--- config.mk ---
export PLATFORM = sky130hd
export DESIGN_NAME = irq_vector_ctrl
export DESIGN_NICKNAME = d
export VERILOG_FILES = /design/src/rtl/irqv_pkg.sv /design/src/rtl/irqv_steer.sv /design/src/rtl/irqv_state.sv /design/src/rtl/irqv_pick.sv /design/src/rtl/irq_vector_ctrl.sv
export SDC_FILE = /design/constraint.sdc
export NUM_CORES = 1
export LEC_CHECK = 0
export BUFFER_PORTS_ARGS = -buffer_cell sky130_fd_sc_hd__buf_4
export CORE_ASPECT_RATIO = 0.75
export CORE_MARGIN = 1
export CORE_UTILIZATION = 48
export CTS_CLUSTER_DIAMETER = 200
export CTS_CLUSTER_SIZE = 24
export DETAILED_ROUTE_END_ITERATION = 6
export PLACE_DENSITY = 0.72
export RECOVER_POWER = 100
export SETUP_SLACK_MARGIN = 0.2
export SLEW_MARGIN = 20
export SYNTH_ARGS = -nofsm -noshare
export SYNTH_HDL_FRONTEND = slang
export SYNTH_SLANG_ARGS = --single-unit
--- constraint.sdc ---
create_clock -name clk -period 1.6 [get_ports clk]
set_input_delay 0.08 -clock clk [delete_from_list [all_inputs] [get_ports clk]]
set_output_delay 0.08 -clock clk [all_outputs]
set_load 0.01 [all_outputs]
--- src/rtl/irqv_pkg.sv ---
package irqv_pkg;
    localparam int VEC_W = 16;
    localparam int ID_W  = 4;
    localparam int IDX_W = 16;

    localparam logic [VEC_W-1:0] LOW_BASE  = 16'h2000;
    localparam logic [VEC_W-1:0] HIGH_BASE = 16'h2030;
    localparam logic [VEC_W-1:0] SRV_BASE  = 16'h2040;
    localparam logic [VEC_W-1:0] UNIMP_VEC = 16'h2012;
    localparam logic [VEC_W-1:0] TRAP_VEC  = 16'h2010;
    localparam logic [ID_W-1:0]  NMI_ID    = 4'd15;
    localparam logic [ID_W-1:0]  SPLIT_ID  = 4'd8;

    typedef enum logic [1:0] {
        REG_PEND = 2'd0,
        REG_MASK = 2'd1,
        REG_SEL  = 2'd2,
        REG_NONE = 2'd3
    } reg_sel_e;

    typedef struct packed {
        logic             valid;
        logic             to_server;
        logic [ID_W-1:0]  id;
        logic [VEC_W-1:0] vec;
    } pick_t;

    // Normal-routine vector for source n (two ranges split at source 8)
    function automatic logic [VEC_W-1:0] normal_vec(input logic [ID_W-1:0] n);
        logic [ID_W-1:0] off;
        if (n < SPLIT_ID) begin
            return LOW_BASE + {11'b0, n, 1'b0};
        end
        off = n - SPLIT_ID;
        return HIGH_BASE + {11'b0, off, 1'b0};
    endfunction

    function automatic logic [VEC_W-1:0] server_vec(input logic [ID_W-1:0] n);
        return SRV_BASE + {11'b0, n, 1'b0};
    endfunction

    // Returns {found, index of highest set bit}
    function automatic logic [ID_W:0] top_index(input logic [IDX_W-1:0] v);
        logic [ID_W:0] res;
        res = '0;
        for (int i = 0; i < IDX_W; i++) begin
            if (v[i]) res = {1'b1, ID_W'(i)};
        end
        return res;
    endfunction
endpackage

--- src/rtl/irqv_steer.sv ---
module irqv_steer #(
    parameter int NUM_LINES = 15,
    parameter int COMB_IDX  = 6,
    parameter int TX_IDX    = 8,
    parameter int RX_IDX    = 9
) (
    input  logic [NUM_LINES-1:0] src_i,
    input  logic                 rx_i,
    input  logic                 tx_i,
    input  logic [NUM_LINES-1:0] mask_i,
    output logic [NUM_LINES-1:0] eff_o
);
    always_comb begin
        eff_o = src_i;
        if (mask_i[RX_IDX]) eff_o[RX_IDX]   = eff_o[RX_IDX] | rx_i;
        else                eff_o[COMB_IDX] = eff_o[COMB_IDX] | rx_i;
        if (mask_i[TX_IDX]) eff_o[TX_IDX]   = eff_o[TX_IDX] | tx_i;
        else                eff_o[COMB_IDX] = eff_o[COMB_IDX] | tx_i;
    end
endmodule

--- src/rtl/irqv_state.sv ---
module irqv_state
    import irqv_pkg::*;
#(
    parameter int NUM_LINES = 15
) (
    input  logic                 clk,
    input  logic                 rst,
    input  logic [NUM_LINES-1:0] eff_i,
    input  logic                 nmi_i,
    input  logic                 wr_en_i,
    input  reg_sel_e             wr_sel_i,
    input  logic [NUM_LINES-1:0] wr_data_i,
    input  logic                 ack_i,
    input  logic [ID_W-1:0]      ack_id_i,
    output logic [NUM_LINES-1:0] pend_o,
    output logic [NUM_LINES-1:0] mask_o,
    output logic [NUM_LINES-1:0] sel_o,
    output logic                 nmi_pend_o
);
    logic [NUM_LINES-1:0] pend_q, mask_q, sel_q, prev_q;
    logic [NUM_LINES-1:0] rise, ack_vec, pend_base, pend_d;
    logic                 nmi_prev_q, nmi_pend_q, nmi_rise, nmi_ack;
    logic                 pend_wr;

    assign rise     = eff_i & ~prev_q;
    assign nmi_rise = nmi_i & ~nmi_prev_q;
    assign nmi_ack  = ack_i && (ack_id_i == NMI_ID);
    assign pend_wr  = wr_en_i && (wr_sel_i == REG_PEND);

    for (genvar g = 0; g < NUM_LINES; g++) begin : g_ack
        assign ack_vec[g] = ack_i && (ack_id_i == ID_W'(g));
    end

    assign pend_base = pend_wr ? wr_data_i : pend_q;
    assign pend_d    = (pend_base & ~ack_vec) | rise;

    always_ff @(posedge clk) begin
        if (rst) begin
            pend_q     <= '0;
            mask_q     <= '0;
            sel_q      <= '0;
            prev_q     <= '0;
            nmi_prev_q <= 1'b0;
            nmi_pend_q <= 1'b0;
        end else begin
            pend_q     <= pend_d;
            prev_q     <= eff_i;
            nmi_prev_q <= nmi_i;
            nmi_pend_q <= (nmi_pend_q & ~nmi_ack) | nmi_rise;
            if (wr_en_i && (wr_sel_i == REG_MASK)) mask_q <= wr_data_i;
            if (wr_en_i && (wr_sel_i == REG_SEL))  sel_q  <= wr_data_i;
        end
    end

    assign pend_o     = pend_q;
    assign mask_o     = mask_q;
    assign sel_o      = sel_q;
    assign nmi_pend_o = nmi_pend_q;

    // every rising edge leaves its pending bit set
    p_rise_sets_r2: assert property (@(posedge clk) disable iff (rst)
        (|rise) |=> ((pend_q & $past(rise)) == $past(rise)));

    // an acknowledged bit without a colliding edge or write is cleared
    p_ack_clears_r2: assert property (@(posedge clk) disable iff (rst)
        (!pend_wr) |=> ((pend_q & $past(ack_vec & ~rise)) == '0));

    // an edge on the non-maskable input always raises its flag
    p_nmi_rise_r7: assert property (@(posedge clk) disable iff (rst)
        nmi_rise |=> nmi_pend_q);
endmodule

--- src/rtl/irqv_pick.sv ---
module irqv_pick
    import irqv_pkg::*;
#(
    parameter int NUM_LINES = 15
) (
    input  logic [NUM_LINES-1:0] pend_i,
    input  logic [NUM_LINES-1:0] mask_i,
    input  logic [NUM_LINES-1:0] sel_i,
    input  logic                 nmi_pend_i,
    input  logic                 unimp_i,
    input  logic                 trap_i,
    output pick_t                pick_o
);
    localparam int PAD = IDX_W - NUM_LINES;

    logic [NUM_LINES-1:0] live, srv_live, nrm_live;
    logic [ID_W:0]        srv_top, nrm_top;

    assign live     = pend_i & mask_i;
    assign srv_live = live & sel_i;
    assign nrm_live = live & ~sel_i;
    assign srv_top  = top_index({{PAD{1'b0}}, srv_live});
    assign nrm_top  = top_index({{PAD{1'b0}}, nrm_live});

    always_comb begin
        pick_o = '0;
        if (unimp_i) begin
            pick_o.valid = 1'b1;
            pick_o.vec   = UNIMP_VEC;
        end else if (trap_i) begin
            pick_o.valid = 1'b1;
            pick_o.vec   = TRAP_VEC;
        end else if (nmi_pend_i) begin
            pick_o.valid = 1'b1;
            pick_o.id    = NMI_ID;
            pick_o.vec   = normal_vec(NMI_ID);
        end else if (srv_top[ID_W]) begin
            pick_o.valid     = 1'b1;
            pick_o.to_server = 1'b1;
            pick_o.id        = srv_top[ID_W-1:0];
            pick_o.vec       = server_vec(srv_top[ID_W-1:0]);
        end else if (nrm_top[ID_W]) begin
            pick_o.valid = 1'b1;
            pick_o.id    = nrm_top[ID_W-1:0];
            pick_o.vec   = normal_vec(nrm_top[ID_W-1:0]);
        end
    end
endmodule

--- src/rtl/irq_vector_ctrl.sv ---
module irq_vector_ctrl
    import irqv_pkg::*;
#(
    parameter int NUM_LINES = 15,
    parameter int COMB_IDX  = 6,
    parameter int TX_IDX    = 8,
    parameter int RX_IDX    = 9
) (
    input  logic                 clk,
    input  logic                 rst,
    input  logic [NUM_LINES-1:0] src_req_i,
    input  logic                 rx_flag_i,
    input  logic                 tx_flag_i,
    input  logic                 nmi_i,
    input  logic                 unimp_i,
    input  logic                 trap_i,
    input  logic                 ack_i,
    input  logic [3:0]           ack_id_i,
    input  logic                 wr_en_i,
    input  logic [1:0]           wr_sel_i,
    input  logic [NUM_LINES-1:0] wr_data_i,
    input  logic [1:0]           rd_sel_i,
    output logic [NUM_LINES:0]   rd_data_o,
    output logic                 irq_valid_o,
    output logic [15:0]          irq_vector_o,
    output logic                 irq_to_server_o,
    output logic [3:0]           irq_id_o
);
    localparam int DATA_W = NUM_LINES + 1;

    logic [NUM_LINES-1:0] eff, pend, mask, sel;
    logic                 nmi_pend;
    pick_t                pick_d, pick_q;

    irqv_steer #(
        .NUM_LINES(NUM_LINES), .COMB_IDX(COMB_IDX),
        .TX_IDX(TX_IDX), .RX_IDX(RX_IDX)
    ) u_steer (
        .src_i(src_req_i), .rx_i(rx_flag_i), .tx_i(tx_flag_i),
        .mask_i(mask), .eff_o(eff)
    );

    irqv_state #(.NUM_LINES(NUM_LINES)) u_state (
        .clk(clk), .rst(rst), .eff_i(eff), .nmi_i(nmi_i),
        .wr_en_i(wr_en_i), .wr_sel_i(reg_sel_e'(wr_sel_i)), .wr_data_i(wr_data_i),
        .ack_i(ack_i), .ack_id_i(ack_id_i),
        .pend_o(pend), .mask_o(mask), .sel_o(sel), .nmi_pend_o(nmi_pend)
    );

    irqv_pick #(.NUM_LINES(NUM_LINES)) u_pick (
        .pend_i(pend), .mask_i(mask), .sel_i(sel), .nmi_pend_i(nmi_pend),
        .unimp_i(unimp_i), .trap_i(trap_i), .pick_o(pick_d)
    );

    always_ff @(posedge clk) begin
        if (rst) pick_q <= '0;
        else     pick_q <= pick_d;
    end

    always_comb begin
        case (reg_sel_e'(rd_sel_i))
            REG_PEND: rd_data_o = {nmi_pend, pend};
            REG_MASK: rd_data_o = {1'b0, mask};
            REG_SEL:  rd_data_o = {1'b0, sel};
            default:  rd_data_o = DATA_W'(0);
        endcase
    end

    assign irq_valid_o     = pick_q.valid;
    assign irq_vector_o    = pick_q.vec;
    assign irq_to_server_o = pick_q.to_server;
    assign irq_id_o        = pick_q.id;

    // the unimplemented-opcode request is reported at the next edge
    p_unimp_first_r8: assert property (@(posedge clk) disable iff (rst)
        $past(unimp_i) |-> (irq_valid_o && irq_vector_o == UNIMP_VEC && !irq_to_server_o));

    // a raised non-maskable flag wins unless an exception is present
    p_nmi_top_r7: assert property (@(posedge clk) disable iff (rst)
        $past(nmi_pend && !unimp_i && !trap_i) |-> (irq_vector_o == 16'h203E && irq_id_o == NMI_ID));

    // a server winner always carries a vector in the server range
    p_server_range_r6: assert property (@(posedge clk) disable iff (rst)
        (irq_valid_o && irq_to_server_o) |-> (irq_vector_o >= SRV_BASE && irq_vector_o < 16'h205E));

    // no enabled pending source and no exception means no winner
    p_idle_r4: assert property (@(posedge clk) disable iff (rst)
        $past(((pend & mask) == '0) && !nmi_pend && !unimp_i && !trap_i) |-> !irq_valid_o);
endmodule

Yosys cells after proc, flatten, opt, wreduce, memory -nomap -nowiden --
Index checks and enable logic that the tools add are counted.
Word-level totals: flip-flop bits (word level) 84, output and inout bits 38, logic and storage cells 133, input port bits 47
Operators by class: multiplexer cells 55, magnitude comparators 1, add/subtract/negate cells 4, bitwise gates (word level) 18, equal/unequal tests 19, reductions and logical operators 24
Operators with widths (count):
- 5-bit 2-to-1 mux | 30
- 15-bit AND | 5
- 20-bit 2-to-1 mux | 3
- 16-bit case mux with 3 select lines | 1
- 14-bit by 5-bit adder with 15-bit output, first input constant | 3
- 15-bit NOT | 3
- 4-bit == test, second input constant | 8
- 16-bit 2-to-1 mux | 2
- 14-bit 2-to-1 mux | 2
- 1-bit logical AND | 19
- 4-bit by 3-bit == test with 1-bit output, second input constant | 4
- 1-bit 2-to-1 mux | 16
- 15-bit 2-to-1 mux | 1
- 15-bit OR | 1
- 4-bit by 2-bit == test with 1-bit output, second input constant | 2
- 1-bit OR | 5
- 2-bit by 1-bit == test with 1-bit output, second input constant | 2
- 2-bit == test, second input constant | 2
- 4-bit by 1-bit == test with 1-bit output, second input constant | 1
- 2-bit logical NOT | 2
- 4-bit logical NOT | 1
- 4-bit < comparator, second input constant | 1
- 4-bit OR reduction | 1
- 4-bit subtractor, second input constant | 1
- 3 further kinds | 5

Logic depth before layout (Yosys ltp) --
depth in word-level cells 30, depth in mapped cells 6, depth with buffers taken out 6

By module --
A second synthesis with hierarchy kept.
Unflattened totals: cell total of the unflattened synthesis 482, area total of the unflattened synthesis 4366.7 um^2
Modules (own cells, without submodules):
- irqv_state | instances 1, sequential area each 1241.2 um^2, area each 2463.6 um^2, cells each 261
- irq_vector_ctrl | instances 1, sequential area each 440.4 um^2, area each 1024.7 um^2, cells each 84
- irqv_pick | instances 1, sequential area each 0.0 um^2, area each 754.5 um^2, cells each 120
- irqv_steer | instances 1, sequential area each 0.0 um^2, area each 123.9 um^2, cells each 17

Least setup slack after synthesis --
OpenSTA, ideal clock, no wires.
path kind register -> register, start point register u_state.sel_q[13], in the netlist u_state.sel_o[13], end point register pick_q, in the netlist irq_id_o[1], required time 1.472 ns, path slack -0.071 ns, period minus slack after synthesis 1.671 ns, stages on the path, launching flop included 7, path buffers 0, library setup time 0.128 ns, arrival 1.542 ns, cell sequence dfxtp_1 nand3b_1 o221ai_1 or4_1 nor3_1 a211o_1 a31oi_1
Between the ends: longest elaborated chain between the ends 7, elaborated cells between the ends (all ways) 10, those cells by class mux (7); bitwise (3)
RTL lines:
- start: declaration | RTL line irqv_state.sv:20 | logic [NUM_LINES-1:0] pend_q, mask_q, sel_q, prev_q;
- start signal: assignment | RTL line irqv_state.sv:51 | if (wr_en_i && (wr_sel_i == REG_SEL)) sel_q <= wr_data_i;
- 15-bit NOT | RTL line irqv_pick.sv:21 | assign nrm_live = live & ~sel_i;
- 15-bit AND | RTL line irqv_pick.sv:21
- 5-bit 2-to-1 mux (2 in a row) | RTL line irqv_pkg.sv:47 | if (v[i]) res = {1'b1, ID_W'(i)};
- 20-bit 2-to-1 mux | RTL line irqv_pick.sv:42 | end else if (nrm_top[ID_W]) begin
- 20-bit 2-to-1 mux (*) | RTL line irqv_pick.sv:37 | end else if (srv_top[ID_W]) begin
- 20-bit 2-to-1 mux (*) | RTL line irqv_pick.sv:33 | end else if (nmi_pend_i) begin
- end signal: assignment | RTL line irq_vector_ctrl.sv:57 | else pick_q <= pick_d;
- end: declaration | RTL line irq_vector_ctrl.sv:33 | pick_t pick_d, pick_q;
Mark *: on every way between the ends. The rest lies on a longest branch, timed or not. A chain may end at the register's enable or synchronous reset.

Final worst setup path --
start point register u_state.pend_q[6], in the netlist u_state.pend_o[6], end point register pick_q, in the netlist irq_vector_o[1]
Between the ends: longest elaborated chain between the ends 24, elaborated cells between the ends (all ways) 39, those cells by class add/sub (4); order compare (1); mux (31); bitwise (3)
RTL lines:
- start: declaration | RTL line irqv_state.sv:20
- start signal: assignment | RTL line irqv_state.sv:46 | pend_q <= pend_d;
- 15-bit AND (*) | RTL line irqv_pick.sv:19 | assign live = pend_i & mask_i;
- parallel branches: the longest is 19 deep, another holds 14-bit by 5-bit adder with 15-bit output
- 20-bit 2-to-1 mux (*) | RTL line irqv_pick.sv:37
- 20-bit 2-to-1 mux (*) | RTL line irqv_pick.sv:33
- 14-bit 2-to-1 mux (*) | RTL line irqv_pick.sv:30 | end else if (trap_i) begin
- 14-bit 2-to-1 mux (*) | RTL line irqv_pick.sv:27 | if (unimp_i) begin
Every way passes the cells marked *. The select of a mux whose other input is x is not followed.

==> impl_metrics.env <==
export IMPL_cp_start_kind="flop"
export IMPL_antenna_cells=0
export IMPL_path_max_fanout=3
export IMPL_crit_path_frequent_cell="buf_4"
export IMPL_drt_wl_total_mm=12.2
export IMPL_worstMarginPinSlew_ns=1.20
export IMPL_yosysSeqAreaShare_pct=40.0
export IMPL_routabilityCongestion=0.889
export IMPL_remaining_drc_errors=0
export IMPL_synth_top_cell_area_share_pct=40.0
export IMPL_hpwl_mm=8.43
export IMPL_drt_antenna_violating_nets=0
export IMPL_wl_per_cell_um=17.0
export IMPL_antenna_found_initial=0
export IMPL_synth_edff_count=0
export IMPL_finalHoldViolCount=0
export IMPL_io_buffers=75
export IMPL_hold_path_class="in -> reg"
export IMPL_critPathSlowestCell="dfxtp_2"
export IMPL_grt_overflow=0
export IMPL_cts_tree="done"
export IMPL_r2r_end="irq_vector_o[1]"
export IMPL_outcome="complete, but fails checks"
export IMPL_worstRegToRegCells=8
export IMPL_fin_ws_ns=-0.0847
export IMPL_met3_usage_pct=8.53
export IMPL_vias=3994
export IMPL_fill_cells=540
export IMPL_fin_nets=664
export IMPL_worstPathArrival_ns=1.96
export IMPL_path_cells="and3_4, buf_4, buf_4, nand2b_1, a21oi_1, o2111a_1, nor3_1, a221oi_2"
export IMPL_synthTopCellsByArea="dfxtp_1 40%, nand2_1 10%, a21oi_1 8.0%, o21ai_0 4.9%, mux2i_1 4.5%"
export IMPL_rsz0062_at_grt="true"
export IMPL_area_growth_pct=46.8
export IMPL_finalMaxSlewViolations=0
export IMPL_slowest_delay_ns=0.33
export IMPL_grt_max_degree=34
export IMPL_die_w_um=101
export IMPL_ys_types=48
export IMPL_worstHoldStart="tx_flag_i"
export IMPL_synth_top_area_cell="dfxtp_1"
export IMPL_violations="negative setup slack"
export IMPL_num_rows=26
export IMPL_grt_pass1_vias=3824
export IMPL_gr_usage_met2_pct=50.0
export IMPL_ios=85
export IMPL_pre_cts_ws_ns=-0.0880
export IMPL_core_area_um2=6990
export IMPL_final_cell_area_um2=5220
export IMPL_drive_above_1_share_pct=30.7
export IMPL_start_util_pct=50.8
export IMPL_worstReg2RegStart="u_state.pend_o[6]"
export IMPL_fp_dieH_um=76.5
export IMPL_grt_pass1_wl_mm=19.0
export IMPL_fin_crit_ns=1.68
export IMPL_drt_vias_per_instance=5.55
export IMPL_path_clk_slew_ns=0.08
export IMPL_rrSetupSlack_ns=-0.08
export IMPL_clock_sinks=71
export IMPL_worstSetupPathType="reg -> reg"
export IMPL_synthCells=464
export IMPL_powerDensity_nw_per_um2=807
export IMPL_finClkSkew_ns=0.0109
export IMPL_worstSkewPairLatency_ns=0.35
export IMPL_cts_buffer_depth=2
export IMPL_p_leak_nw=2.22
export IMPL_required_ns=1.87
export IMPL_cts_made_buffers=9
export IMPL_top_usage_layer="met2"
export IMPL_h_tree_depth=3
export IMPL_yosys_warnings=0
export IMPL_setup_violations=5
export IMPL_hold_slack_ns=0.0125
export IMPL_timing_fmax_mhz=594
export IMPL_fin_crit_sh_pct=105
export IMPL_ys_flop_type="dfxtp_1"
export IMPL_track_usage_pct=32.3
export IMPL_synth_seq_cells=71
export IMPL_drt_pass1_iterations=6
export IMPL_drt_iter0_markers=376
export IMPL_max_slew_margin_pct=20.0
export IMPL_synthArstFlopShare_pct=0
export IMPL_maxCapViolations=0
export IMPL_cts_root_buf="clkbuf_8"
export IMPL_min_path_cells=3
export IMPL_syn_area_um2=3550
export IMPL_syn_area_per_cell_um2=7.66
export IMPL_peakVddDrop_mv=0.490
export IMPL_hold_end="u_state.prev_q[6]"
export IMPL_placed_cell_area_um2=4490
export IMPL_die_area_um2=7760
export IMPL_crit_path_end_kind="flop"
export IMPL_grtUsageMet1_pct=43.0
where the power goes:
group	internal (mW)	total (mW)	leakage (nW)	switching (mW)
logic	0.394	0.777	1.53	0.383
registers	1.86	1.94	0.590	0.0769
clock network	0.733	1.50	0.0973	0.764
total	2.99	4.21	2.22	1.22
Yosys cell counts, types with 4 or more instances:
cell type	instances
nor2b_1	17
nor2_1	32
or3_1	4
inv_1	4
clkbuf_1	17
and3b_1	6
a31oi_1	6
nand2b_1	18
nor3_1	4
nand3_1	17
nand2_1	96
buf_1	4
dfxtp_1	71
o21ai_0	35
buf_4	13
mux2i_1	16
a21oi_1	57
nand3b_1	5
metrics by stage:
step | cells | util, % | total power, mW | setup TNS [ns]
final | 720 | 74.6 | 4.21 | -0.218
after global routing | 720 | 74.6 | 4.36 | -0.658
after CTS | 715 | 73.3 | 4.19 | -0.111
after detailed placement | 659 | 64.2 | 2.63 | -0.182
after global placement | 659 | 64.2 | 2.61 | -0.0510
after floorplan | 472 | - | 2.30 | 0
flip-flops by register name, indices dropped and copies added (netlist names):
| signal | cells |
|---|---|
| irq_id_o | 4 |
| irq_vector_o | 5 |
| u_state.mask_o | 15 |
| u_state.nmi_pend_o | 1 |
| u_state.nmi_prev_q | 1 |
| u_state.pend_o | 15 |
| u_state.prev_q | 15 |
| u_state.sel_o | 15 |
per-layer routing:
layer	vias to the layer above	part of all wire (%)
met1	1833	43
li1	1894	-
met4	0	2.3
met5	-	0
met2	241	44
met3	26	11
worst max-delay path by stage:
stage          slack, ns          startpoint                 end  cells past startpoint
2_1_floorplan       0.02   u_state.pend_o[6]     irq_vector_o[1]                      6
3_3_place_gp       -0.03         wr_sel_i[1]  u_state.pend_o[13]                      6
3_5_place_dp       -0.09  u_state.pend_o[11]         irq_id_o[1]                      6
4_1_cts            -0.06   u_state.mask_o[2]         irq_id_o[1]                      6
5_1_grt            -0.16    u_state.sel_o[2]     irq_vector_o[1]                      6
6_report           -0.08   u_state.pend_o[6]     irq_vector_o[1]                      8
worst max-delay path, delay by kind of cell, from the launching register on:
family	cells	cell delay (ns)
compound gates	3	0.64
simple gates	3	0.38
flops	1	0.33
buf+inv	2	0.26
area by class of cell:
type	instances	area, um2	share of cell area, %
Clock buffer	10	128	2.44
Clock inverter	6	68.8	1.32
Inverter	4	15.0	0.288
Multi-Input combinational cell	362	2090	40.0
Sequential cell	71	1440	27.7
Tap cell	98	123	2.35
Timing Repair Buffer	169	1350	25.9
cell families (layout without fill, tap and decap cells):
logic type	count (synthesis)	count (layout)	share of synthesized area [%]
buffers and inverters	39	189	5.53
other	1	9	0.105
AOI/OAI and AO/OA	121	121	19.8
muxes	16	16	4.51
DFF	71	71	40.0
and+or+nand+nor	216	216	30.1
cells in the final DEF (no fill, tap or decap), types with 13 or more instances in the layout:
cell,n
dlygate4sd3_1,32
nor2_1,32
nor2b_1,16
a21oi_1,54
mux2i_1,15
dfxtp_1,57
nand3_1,13
o21ai_0,27
nand2b_1,18
nand2_1,93
buf_4,115
what timing repair did:
item / in CTS / in global routing
gates resized for setup: 25 / 29
hold buffers: 31 / 1
endpoints found under the hold margin: 46 / 1
pin swaps: 9 / 5
setup endpoints to repair: 11 / 17
buffers inserted: 9 / 4
No activity file was read; power rests on OpenSTA's default activity.
